### config.mk
export PLATFORM = sky130hd
export DESIGN_NAME = txonly_streamer
export DESIGN_NICKNAME = d
export VERILOG_FILES = /design/src/rtl/txs_pkg.sv /design/src/rtl/txs_edge_sync.sv /design/src/rtl/txs_bit_pick.sv /design/src/rtl/txonly_streamer.sv
export SDC_FILE = /design/constraint.sdc
export NUM_CORES = 1
export LEC_CHECK = 0
export BUFFER_PORTS_ARGS = -buffer_cell sky130_fd_sc_hd__buf_2
export CORE_MARGIN = 2
export CORE_UTILIZATION = 30
export DETAILED_ROUTE_END_ITERATION = 8
export PLACE_DENSITY = 0.45
export SKIP_CTS_REPAIR_TIMING = 1
export SLEW_MARGIN = 10
export SYNTH_ARGS = -nofsm -noshare
export SYNTH_HDL_FRONTEND = slang
export SYNTH_SLANG_ARGS = --single-unit
### constraint.sdc
create_clock -name clk -period 1.7 [get_ports clk]
set_input_delay 0.34 -clock clk [delete_from_list [all_inputs] [get_ports clk]]
set_output_delay 0.34 -clock clk [all_outputs]
set_load 0.01 [all_outputs]
### src/rtl/txs_pkg.sv
package txs_pkg;
    typedef enum logic [1:0] {
        PH_SYNC   = 2'd0,
        PH_STREAM = 2'd1,
        PH_BIDIR  = 2'd2
    } phase_e;
endpackage

### src/rtl/txs_edge_sync.sv
module txs_edge_sync #(
    parameter int STAGES = 2
) (
    input  logic clk,
    input  logic rst_n,
    input  logic din,
    output logic level,
    output logic rise,
    output logic fall
);
    // STAGES synchronizer flops plus one history flop for edge detection
    logic [STAGES:0] chain_d, chain_q;

    always_comb begin
        chain_d = {chain_q[STAGES-1:0], din};
    end

    always_ff @(posedge clk or negedge rst_n) begin
        if (!rst_n) chain_q <= '0;
        else        chain_q <= chain_d;
    end

    assign level = chain_q[STAGES-1];
    assign rise  = chain_q[STAGES-1] & ~chain_q[STAGES];
    assign fall  = ~chain_q[STAGES-1] & chain_q[STAGES];
endmodule

### src/rtl/txs_bit_pick.sv
module txs_bit_pick #(
    parameter int DATA_W = 8,
    localparam int IDX_W = (DATA_W > 1) ? $clog2(DATA_W) : 1
) (
    input  logic [DATA_W-1:0] byte_i,
    input  logic [IDX_W-1:0]  idx_i,
    output logic              bit_o
);
    always_comb begin
        bit_o = 1'b0;
        for (int i = 0; i < DATA_W; i++) begin
            if (idx_i == IDX_W'(i)) bit_o = byte_i[i];
        end
    end
endmodule

### src/rtl/txonly_streamer.sv
module txonly_streamer
    import txs_pkg::*;
#(
    parameter int ADDR_W      = 7,
    parameter int DATA_W      = 8,
    parameter int SYNC_PULSES = 9,
    parameter int SYNC_STAGES = 2
) (
    input  logic              clk,
    input  logic              rst_n,
    input  logic              oclk_in,
    input  logic              twclk_in,
    input  logic [DATA_W-1:0] rd_data,
    output logic [ADDR_W-1:0] rd_addr,
    output logic              sdo,
    output logic              sdo_oe,
    output logic              bidir_mode
);
    localparam int CNT_W = $clog2(SYNC_PULSES + DATA_W + 1);
    localparam int IDX_W = (DATA_W > 1) ? $clog2(DATA_W) : 1;

    typedef struct packed {
        phase_e              phase;
        logic [CNT_W-1:0]    cnt;
        logic [ADDR_W-1:0]   addr;
        logic                sdo;
        logic                oe;
    } st_t;

    localparam st_t RST_ST = '{phase: PH_SYNC, cnt: '0, addr: '0, sdo: 1'b0, oe: 1'b0};

    st_t st_d, st_q;

    logic oclk_lvl, oclk_rise, oclk_fall;
    logic tw_lvl, tw_rise, tw_fall;
    logic [IDX_W-1:0] bit_idx;
    logic             cur_bit;

    txs_edge_sync #(.STAGES(SYNC_STAGES)) u_oclk_sync (
        .clk(clk), .rst_n(rst_n), .din(oclk_in),
        .level(oclk_lvl), .rise(oclk_rise), .fall(oclk_fall)
    );

    txs_edge_sync #(.STAGES(SYNC_STAGES)) u_tw_sync (
        .clk(clk), .rst_n(rst_n), .din(twclk_in),
        .level(tw_lvl), .rise(tw_rise), .fall(tw_fall)
    );

    // slot 0 carries the top data bit
    assign bit_idx = IDX_W'(DATA_W - 1) - st_q.cnt[IDX_W-1:0];

    txs_bit_pick #(.DATA_W(DATA_W)) u_pick (
        .byte_i(rd_data), .idx_i(bit_idx), .bit_o(cur_bit)
    );

    always_comb begin
        st_d = st_q;
        if (tw_fall && st_q.phase != PH_BIDIR) begin
            st_d.phase = PH_BIDIR;
            st_d.oe    = 1'b0;
            st_d.sdo   = 1'b0;
        end else begin
            case (st_q.phase)
                PH_SYNC: begin
                    if (oclk_rise && tw_lvl) begin
                        if (st_q.cnt == CNT_W'(SYNC_PULSES - 1)) begin
                            st_d.phase = PH_STREAM;
                            st_d.cnt   = '0;
                        end else begin
                            st_d.cnt = st_q.cnt + 1'b1;
                        end
                    end
                end
                PH_STREAM: begin
                    if (oclk_rise && tw_lvl) begin
                        if (st_q.cnt < CNT_W'(DATA_W)) begin
                            st_d.oe  = 1'b1;
                            st_d.sdo = cur_bit;
                            st_d.cnt = st_q.cnt + 1'b1;
                        end else begin
                            st_d.oe   = 1'b0;
                            st_d.sdo  = 1'b0;
                            st_d.addr = st_q.addr + 1'b1;
                            st_d.cnt  = '0;
                        end
                    end
                end
                default: begin
                    st_d.oe  = 1'b0;
                    st_d.sdo = 1'b0;
                end
            endcase
        end
    end

    always_ff @(posedge clk or negedge rst_n) begin
        if (!rst_n) st_q <= RST_ST;
        else        st_q <= st_d;
    end

    assign rd_addr    = st_q.addr;
    assign sdo        = st_q.sdo;
    assign sdo_oe     = st_q.oe;
    assign bidir_mode = (st_q.phase == PH_BIDIR);

    logic unused_ok;
    assign unused_ok = oclk_lvl ^ oclk_fall ^ tw_rise;
endmodule

======== Word level (Yosys, flattened, before mapping) ========
Cells that the tools add are included.
word-level totals
  output and inout bits ................... 10
  input bits .............................. 12
  bits in registers ....................... 22
  logic and storage cells ................. 64
cells by class
  add/subtract/negate cells ............... 3
  equality and inequality tests ........... 15
  reductions and logical operators ........ 12
  order comparisons ....................... 1
  muxes and demuxes ....................... 20
  bitwise gates (word level) .............. 6
operators with widths
  cell                 number
  $mux 14              1
  $mux 7               2
  $eq 3x3->1 const B   4
  $mux 2               5
  $mux 5               2
  $pmux 5 s2           1
  $mux 1               8
  $ne 2x2->1 const B   4
  $reduce_and 4->1     2
  $reduce_bool 2->1    4
  $add 7x1->7 const B  1
  $eq 3x2->1 const B   2
  $add 5x1->5 const B  1
  $eq 5x4->1 const B   1
  $lt 5x4->1 const B   1
  $not 1->1            4
  $pmux 2 s2           1
  $eq 3x1->1 const B   1
  $logic_not 3->1      1
  $ne 3x3->1 const B   1
  $reduce_and 3->1     1
  $sub 3x3->3 const A  1
  $and 1x1->1          2
  $eq 2x1->1 const B   1
  4 further kinds      5

======== Depth between registers and ports, before layout ========
Gate-level depths: netlist (run 1).
  depth in word-level cells ............... 14
  gate-level depth with buffers ........... 6

======== By module ========
Synthesis (run 1) repeated with hierarchy kept, for this count alone.
second synthesis, totals
  cell total of the unflattened synthesis .. 94
  area, all modules ....................... 1,106.1 um2
by module, submodules not included
  module           cells an instance  area each (um2)  instances
  txonly_streamer  81                 862.1            1
  txs_edge_sync    5                  90.1             2
  txs_bit_pick     3                  63.8             1

======== Worst setup path before layout (run 1) ========
Ideal clock, no wire load.
  path type ............................... register to register
  start ................................... reg st_q[9] in the netlist's numbering
  end ..................................... reg st_q[13] in the netlist's numbering
  data arrival time ....................... 1.427 ns
  cell stages (with the launch flop) ...... 6
  slack ................................... 0.162 ns
  buffers on the path ..................... 0
  clock period less this slack ............ 1.538 ns
  path through ............................ dfrtp_1 -> inv_1 -> ha_1 -> and4bb_2 -> or2_1 -> o41ai_1
on the way
  cells in the longest elaborated chain, start to end .. 4
ends and longest elaborated chain
  item                                       line                                          RTL
  from (decl)                                txonly_streamer.sv:32                         st_t st_d, st_q;
  from (signal assigned)                     txonly_streamer.sv:98                         else st_q <= st_d;
  $add 5x1->5, or another cell as far along  txonly_streamer.sv:70, txonly_streamer.sv:79
  $mux 5, on equally long branches           txonly_streamer.sv:76, txonly_streamer.sv:66
  $mux 14 or $mux 7 (tied branches)          txonly_streamer.sv:75, txonly_streamer.sv:65
  $pmux 5 s2 *                               txonly_streamer.sv:63                         case (st_q.phase)
Every way passes the cells marked *; elsewhere a longest branch is shown, timed or not. The select of a mux whose other input is x is not followed.
A chain may end at the register's enable or synchronous reset.

======== Worst setup path in the final report (run 1) ========
  start ................................... reg st_q[9] in the netlist's numbering
  end ..................................... reg st_q[11] in the netlist's numbering
The elaborated chain is that of the path after synthesis.

==> flow_metrics.env, run 1 <==
export IMPL_status="finished, final reports clean"
export IMPL_grt_use_total_pct=10.8
export IMPL_synth_simple_gate_area_share_pct=21.7
export IMPL_synth_fp_nets=126
export IMPL_drt_initial_drc_count=48
export IMPL_drive_gt1_share_pct=32.8
export IMPL_maxCapViolCount=0
export IMPL_synth_cell_area_sq_mm=0.00119
export IMPL_cts_buffer_depth=2
export IMPL_antenna_found_initial=0
export IMPL_p_per_area_mw_per_mm2=719
export IMPL_synth_compound_area_share_pct=12.2
export IMPL_synth_fa_ha_area_share_pct=7.38
export IMPL_cts_tree="yes"
export IMPL_p_leak_nw=0.689
export IMPL_io_buffer_count=21
export IMPL_die_area_sq_mm=0.00447
export IMPL_ant_nets=0
export IMPL_drtPass1Iterations=4
export IMPL_min_period_over_period_pct=94.1
export IMPL_vias=862
export IMPL_period_needed_ns=1.60
export IMPL_grt_setup_unrepaired="no"
export IMPL_fp_dieW_um=66.9
export IMPL_synthCells=107
export IMPL_yosys_warnings=0
export IMPL_htree_levels=1
export IMPL_n_antenna_cell=0
export IMPL_relSlewSlack_pct=67.9
export IMPL_ys_ff_latch=22
export IMPL_drv_slew=0
export IMPL_start_kind="flop"
export IMPL_core_area_sq_mm=0.00374
export IMPL_hold_class="primary input to async pin"
export IMPL_synth_edff_count=0
export IMPL_worstSetupStartpoint="st_q[9]$_DFFE_PN0P_"
export IMPL_dpl_instance_area_sq_mm=0.00134
export IMPL_crit_slowest_cell="dfrtp_2"
export IMPL_cp_arrival_ns=1.78
export IMPL_worst_ep_required_time_ns=1.88
export IMPL_cts_inserted_buffers=3
export IMPL_worst_pin_slew_ns=0.481
export IMPL_cts_sinks=22
export IMPL_cts_root_buffer="clkbuf_8"
export IMPL_first_global_vias=812
export IMPL_cp_max_fo=5
export IMPL_fp_dieH_um=66.9
export IMPL_grt_pass1_wl_um=3620
export IMPL_max_freq_mhz=625
export IMPL_finalSetupTns_ns=0
export IMPL_stdcell_area_sq_mm=0.00142
export IMPL_drc=0
export IMPL_wirelength_um=2170
export IMPL_cts_clk_slew_worst_paths_ns=0.07
export IMPL_yosysSeqAreaShare_pct=46.4
export IMPL_path_cells="inv_2 > ha_1 > and4bb_2 > or2_1 > a21o_1 > o22ai_2"
export IMPL_multi_input_area_sq_um=587
export IMPL_yosys_cell_types_count=41
export IMPL_synth_flop_cell="dfrtp_1"
export IMPL_initial_core_util_pct=31.7
export IMPL_syn_area_per_cell_sq_um=11.1
export IMPL_final_cell_mix="21 x buf_2, 21 x dfrtp_1, 7 x buf_4"
export IMPL_rows=22
export IMPL_vias_per_cell=4.82
export IMPL_grt_overflow=0
export IMPL_worst_hold_slack_ns=0.0353
export IMPL_synth_top_family_by_area="simple AND/OR/NAND/NOR gates"
export IMPL_max_stage_delay_ns=0.41
export IMPL_r2r_slack_ns=0.1
export IMPL_synth_mux_area_share_pct=1.79
export IMPL_async_reset_ff_share_pct=100
export IMPL_peakVddDrop_uv=318
export IMPL_syn_to_final_growth_pct=19.4
export IMPL_setup_viol=0
export IMPL_num_io_pins=22
export IMPL_nets=152
export IMPL_gp_congestion=0.743
export IMPL_worstSetupPathType="flop to flop"
export IMPL_clkLatencyLatePin_ns=0.25
export IMPL_fin_skew_ns=0.00206
export IMPL_avgRoutedWirePerCell_um=12.1
export IMPL_fill_cells=411
export IMPL_hold_viol=0
export IMPL_grt_max_degree=23
export IMPL_dp_hpwl_um=1660
export IMPL_register_area_sq_um=552
export IMPL_synth_xor_area_share_pct=4.43
export IMPL_r2r_start="st_q[9]$_DFFE_PN0P_"
export IMPL_cp_end_kind="flop"
## stage by stage
step	util [%]	cells	worst slack [ns]	power [mW]
2_1_floorplan	-	107	0.162	0.647
3_5_place_dp	35.7	174	0.0571	0.703
3_3_place_gp	35.7	174	0.126	0.700
4_1_cts	36.8	177	0.0382	1.02
5_1_grt	37.8	179	0.000290	1.08
6_report	37.8	179	0.0996	1.02
## cells by family after synthesis
family                     Yosys count
adders and majority gates            7
AOI/OAI and AO/OA                   22
buffers and inverters               12
muxes                                2
and+or+nand+nor                     36
xor gates and xnor gates             6
DFF                                 22
## flip-flops by register name (all words and copies together), names as in the netlist
signal / cells
u_oclk_sync.chain_q: 3
sdo_oe: 1
rd_addr: 7
u_tw_sync.chain_q: 3
st_q: 7
sdo: 1
## final timing paths
check | end | cells after the start
max in group asynchronous | st_q[9]$_DFFE_PN0P_ | 1
min in group clk | u_oclk_sync.chain_q[0]$_DFF_PN0_ | 1
max reg2reg | st_q[11]$_DFFE_PN0P_ | 6
max | st_q[11]$_DFFE_PN0P_ | 6
min | sdo_oe$_DFFE_PN0P_ | 1
min reg2reg | u_tw_sync.chain_q[1]$_DFF_PN0_ | 0
## report_power, final
group	switching, mW	total, mW	internal [mW]
logic	0.0794	0.156	0.0770
clock network	0.150	0.308	0.158
registers	0.0145	0.554	0.539
## layout make-up
class	count	share of cell area, %
Inverter	5	1.33
Timing Repair Buffer	28	11.1
Tap cell	48	4.24
Clock buffer	3	2.92
Multi-Input combinational cell	73	41.4
Sequential cell	22	39.0
## synth_stat cells (all sizes together) (2+ instances only)
| library cell | count | share of area [%] |
|---|---|---|
| o22ai | 2 | 1.1 |
| xnor2 | 5 | 3.7 |
| nor2b | 4 | 2.1 |
| or2 | 2 | 1.1 |
| nand2b | 3 | 2.2 |
| nor4 | 2 | 2.3 |
| buf | 7 | 4.4 |
| o21ai | 5 | 2.1 |
| nor3 | 2 | 0.84 |
| inv | 5 | 1.6 |
| a21oi | 4 | 1.7 |
| a21o | 2 | 1.3 |
| and4 | 2 | 1.5 |
| a31oi | 2 | 1.1 |
| ha | 7 | 7.4 |
| nand2 | 5 | 1.6 |
| dfrtp | 22 | 46 |
| and2b | 2 | 1.3 |
| nor2 | 2 | 0.63 |
| nand4 | 2 | 1.1 |
| nand3 | 4 | 1.7 |
## worst max-delay path: cells and delay by family, from the launching register on
family                     cells  cell delay (ns)
adders and majority gates      1             0.21
AOI/OAI and AO/OA              2             0.36
DFF                            1             0.41
buffers and inverters          1             0.06
and+or+nand+nor                2             0.49
## per-layer routing
metal,routed length [um],up-vias,global-route usage [%]
li1,-,433,-
met1,1050,415,14.1
met2,1010,12,16.9
met3,89,2,3.55
met4,19,0,3.06
met5,0,-,0
Note: power is estimated with default switching activity, not from simulation.
==> run 2: changes to the inputs <==
--- a/config.mk
+++ b/config.mk
@@ -6,6 +6,7 @@
 export NUM_CORES = 1
 export LEC_CHECK = 0
 export BUFFER_PORTS_ARGS = -buffer_cell sky130_fd_sc_hd__buf_2
+export CORE_ASPECT_RATIO = 0.6
 export CORE_MARGIN = 2
 export CORE_UTILIZATION = 30
 export DETAILED_ROUTE_END_ITERATION = 8
==> flow_metrics.env, run 2 (synthesis gave the netlist of run 1 again) <==
export IMPL_status="finished, final reports clean"
export IMPL_grt_overflow=0
export IMPL_cts_tree="yes"
export IMPL_period_needed_ns=1.62
export IMPL_pwr_share_seq_pct=54.6
export IMPL_avgRoutedWirePerCell_um=12.5
export IMPL_path_buf_inv=1
export IMPL_pwr_share_comb_pct=14.1
export IMPL_first_global_vias=773
export IMPL_worstSetupPathType="flop to flop"
export IMPL_dpl_instance_area_sq_mm=0.00134
export IMPL_final_core_util_pct=37.2
export IMPL_stdcell_area_sq_mm=0.00138
export IMPL_ant_nets=0
export IMPL_grt_use_total_pct=11.0
export IMPL_cp_arrival_ns=1.79
export IMPL_drt_initial_drc_count=55
export IMPL_switchingPower_uw=253
export IMPL_fin_skew_ns=0.00888
export IMPL_htree_levels=1
export IMPL_drv_slew=0
export IMPL_io_buffer_count=21
export IMPL_routed_top_layer="met4"
export IMPL_peakVddDrop_uv=321
export IMPL_num_io_pins=22
export IMPL_syn_to_final_growth_pct=16.7
export IMPL_drt_met1_wl_um=1220
export IMPL_drtPass1Iterations=4
export IMPL_crit_slowest_cell="dfrtp_2"
export IMPL_cts_inserted_buffers=3
export IMPL_max_freq_mhz=619
export IMPL_crit_family="simple AND/OR/NAND/NOR gates"
export IMPL_drive_gt1_share_pct=29.5
export IMPL_wirelength_um=2210
export IMPL_clkLatencyLatePin_ns=0.26
export IMPL_drc=0
export IMPL_cts_buffer_depth=2
export IMPL_maxCapViolCount=0
export IMPL_worst_pin_slew_ns=0.494
export IMPL_grt_setup_unrepaired="no"
export IMPL_p_leak_nw=0.675
export IMPL_grt_max_degree=23
export IMPL_core_area_sq_mm=0.00372
export IMPL_start_kind="flop"
export IMPL_gp_congestion=0.750
export IMPL_grt_pass1_wl_um=3730
export IMPL_finalSetupTns_ns=0
export IMPL_path_cells="inv_1 > ha_1 > and4bb_2 > or2_1 > a21o_1 > o22ai_1"
export IMPL_p_per_area_mw_per_mm2=735
export IMPL_vias=855
export IMPL_cts_root_buffer="clkbuf_8"
export IMPL_hold_viol=0
export IMPL_min_period_over_period_pct=95.0
export IMPL_setup_viol=0
export IMPL_die_area_sq_mm=0.00449
export IMPL_vias_per_cell=4.86
export IMPL_initial_core_util_pct=31.9
export IMPL_fp_dieH_um=52.7
export IMPL_antenna_found_initial=0
export IMPL_final_cell_mix="21 x buf_2, 21 x dfrtp_1, 6 x ha_1"
export IMPL_cts_clk_slew_worst_paths_ns=0.08
export IMPL_met3_length_um=107
export IMPL_cts_sinks=22
export IMPL_swShare_pct=24.9
export IMPL_wl_met2_um=871
export IMPL_hold_class="primary input to async pin"
export IMPL_fp_dieW_um=85.2
export IMPL_max_stage_delay_ns=0.41
export IMPL_n_antenna_cell=0
export IMPL_rows=17
export IMPL_worst_ep_required_time_ns=1.88
export IMPL_nets=150
export IMPL_setup_slack_ns=0.0843
export IMPL_dp_slack_ns=0.0853
export IMPL_cp_end_kind="flop"
export IMPL_pwr_share_clk_pct=31.4
export IMPL_cp_max_fo=5
export IMPL_dp_hpwl_um=1700
export IMPL_relSlewSlack_pct=67.0
export IMPL_internal_power_uw=764
-- run 2: cell types whose count changed in the layout (fill, tap and decap cells not counted), moves of 2 or more --
cell / previous run / this run
buf_4: 7 / 5
o21ai_1: 2 / 0
o22ai_1: 0 / 2
o22ai_2: 2 / 0
-- run 2: path summary, 6_finish.rpt --
check | endpoint | cells past startpoint | startpoint | slack (ns)
worst min-delay path | rd_addr[4]$_DFFE_PN0P_ | 1 | rst_n | 0.03
min in group clk | u_tw_sync.chain_q[0]$_DFF_PN0_ | 1 | twclk_in | 0.19
worst min register to register | u_tw_sync.chain_q[1]$_DFF_PN0_ | 0 | u_tw_sync.chain_q[0]$_DFF_PN0_ | 0.35
worst max-delay path | st_q[10]$_DFFE_PN0P_ | 6 | st_q[9]$_DFFE_PN0P_ | 0.08
worst max register to register | st_q[10]$_DFFE_PN0P_ | 6 | st_q[9]$_DFFE_PN0P_ | 0.08
max in group asynchronous | st_q[9]$_DFFE_PN0P_ | 1 | rst_n | 1.30
-- run 2: routing by layer --
metal  global-route usage [%]  up-vias
met2                     15.2       16
met3                     4.41        2
met4                     3.17        0
li1                         -      427
met5                        0        -
met1                     15.7      410
-- run 2: layout make-up --
cell class | instances | area (sq um)
well taps | 47 | 58.8
fillers | 362 | 2340
multi-input cells | 73 | 571
inverters | 5 | 18.8
clock buffers | 3 | 41.3
repair buffers | 26 | 143
flip-flops and latches | 22 | 552
-- run 2: per-stage QoR --
step                hold slack (ns)  power, mW  cells
floorplan                    0.0444      0.647    107
global placement              0.332      0.701    173
detailed placement            0.336      0.703    173
CTS                          0.0502       1.03    176
global route                 0.0617       1.08    176
finish                       0.0315       1.02    176
-- run 2: power groups by stage --
stage / sequential (mW) / clock (mW) / combinational (mW)
final: 0.555 / 0.319 / 0.143
after global placement: 0.562 / 0 / 0.139
after detailed placement: 0.563 / 0 / 0.140
after global routing: 0.558 / 0.363 / 0.161
after floorplan: 0.560 / 0 / 0.0865
after CTS: 0.553 / 0.335 / 0.140
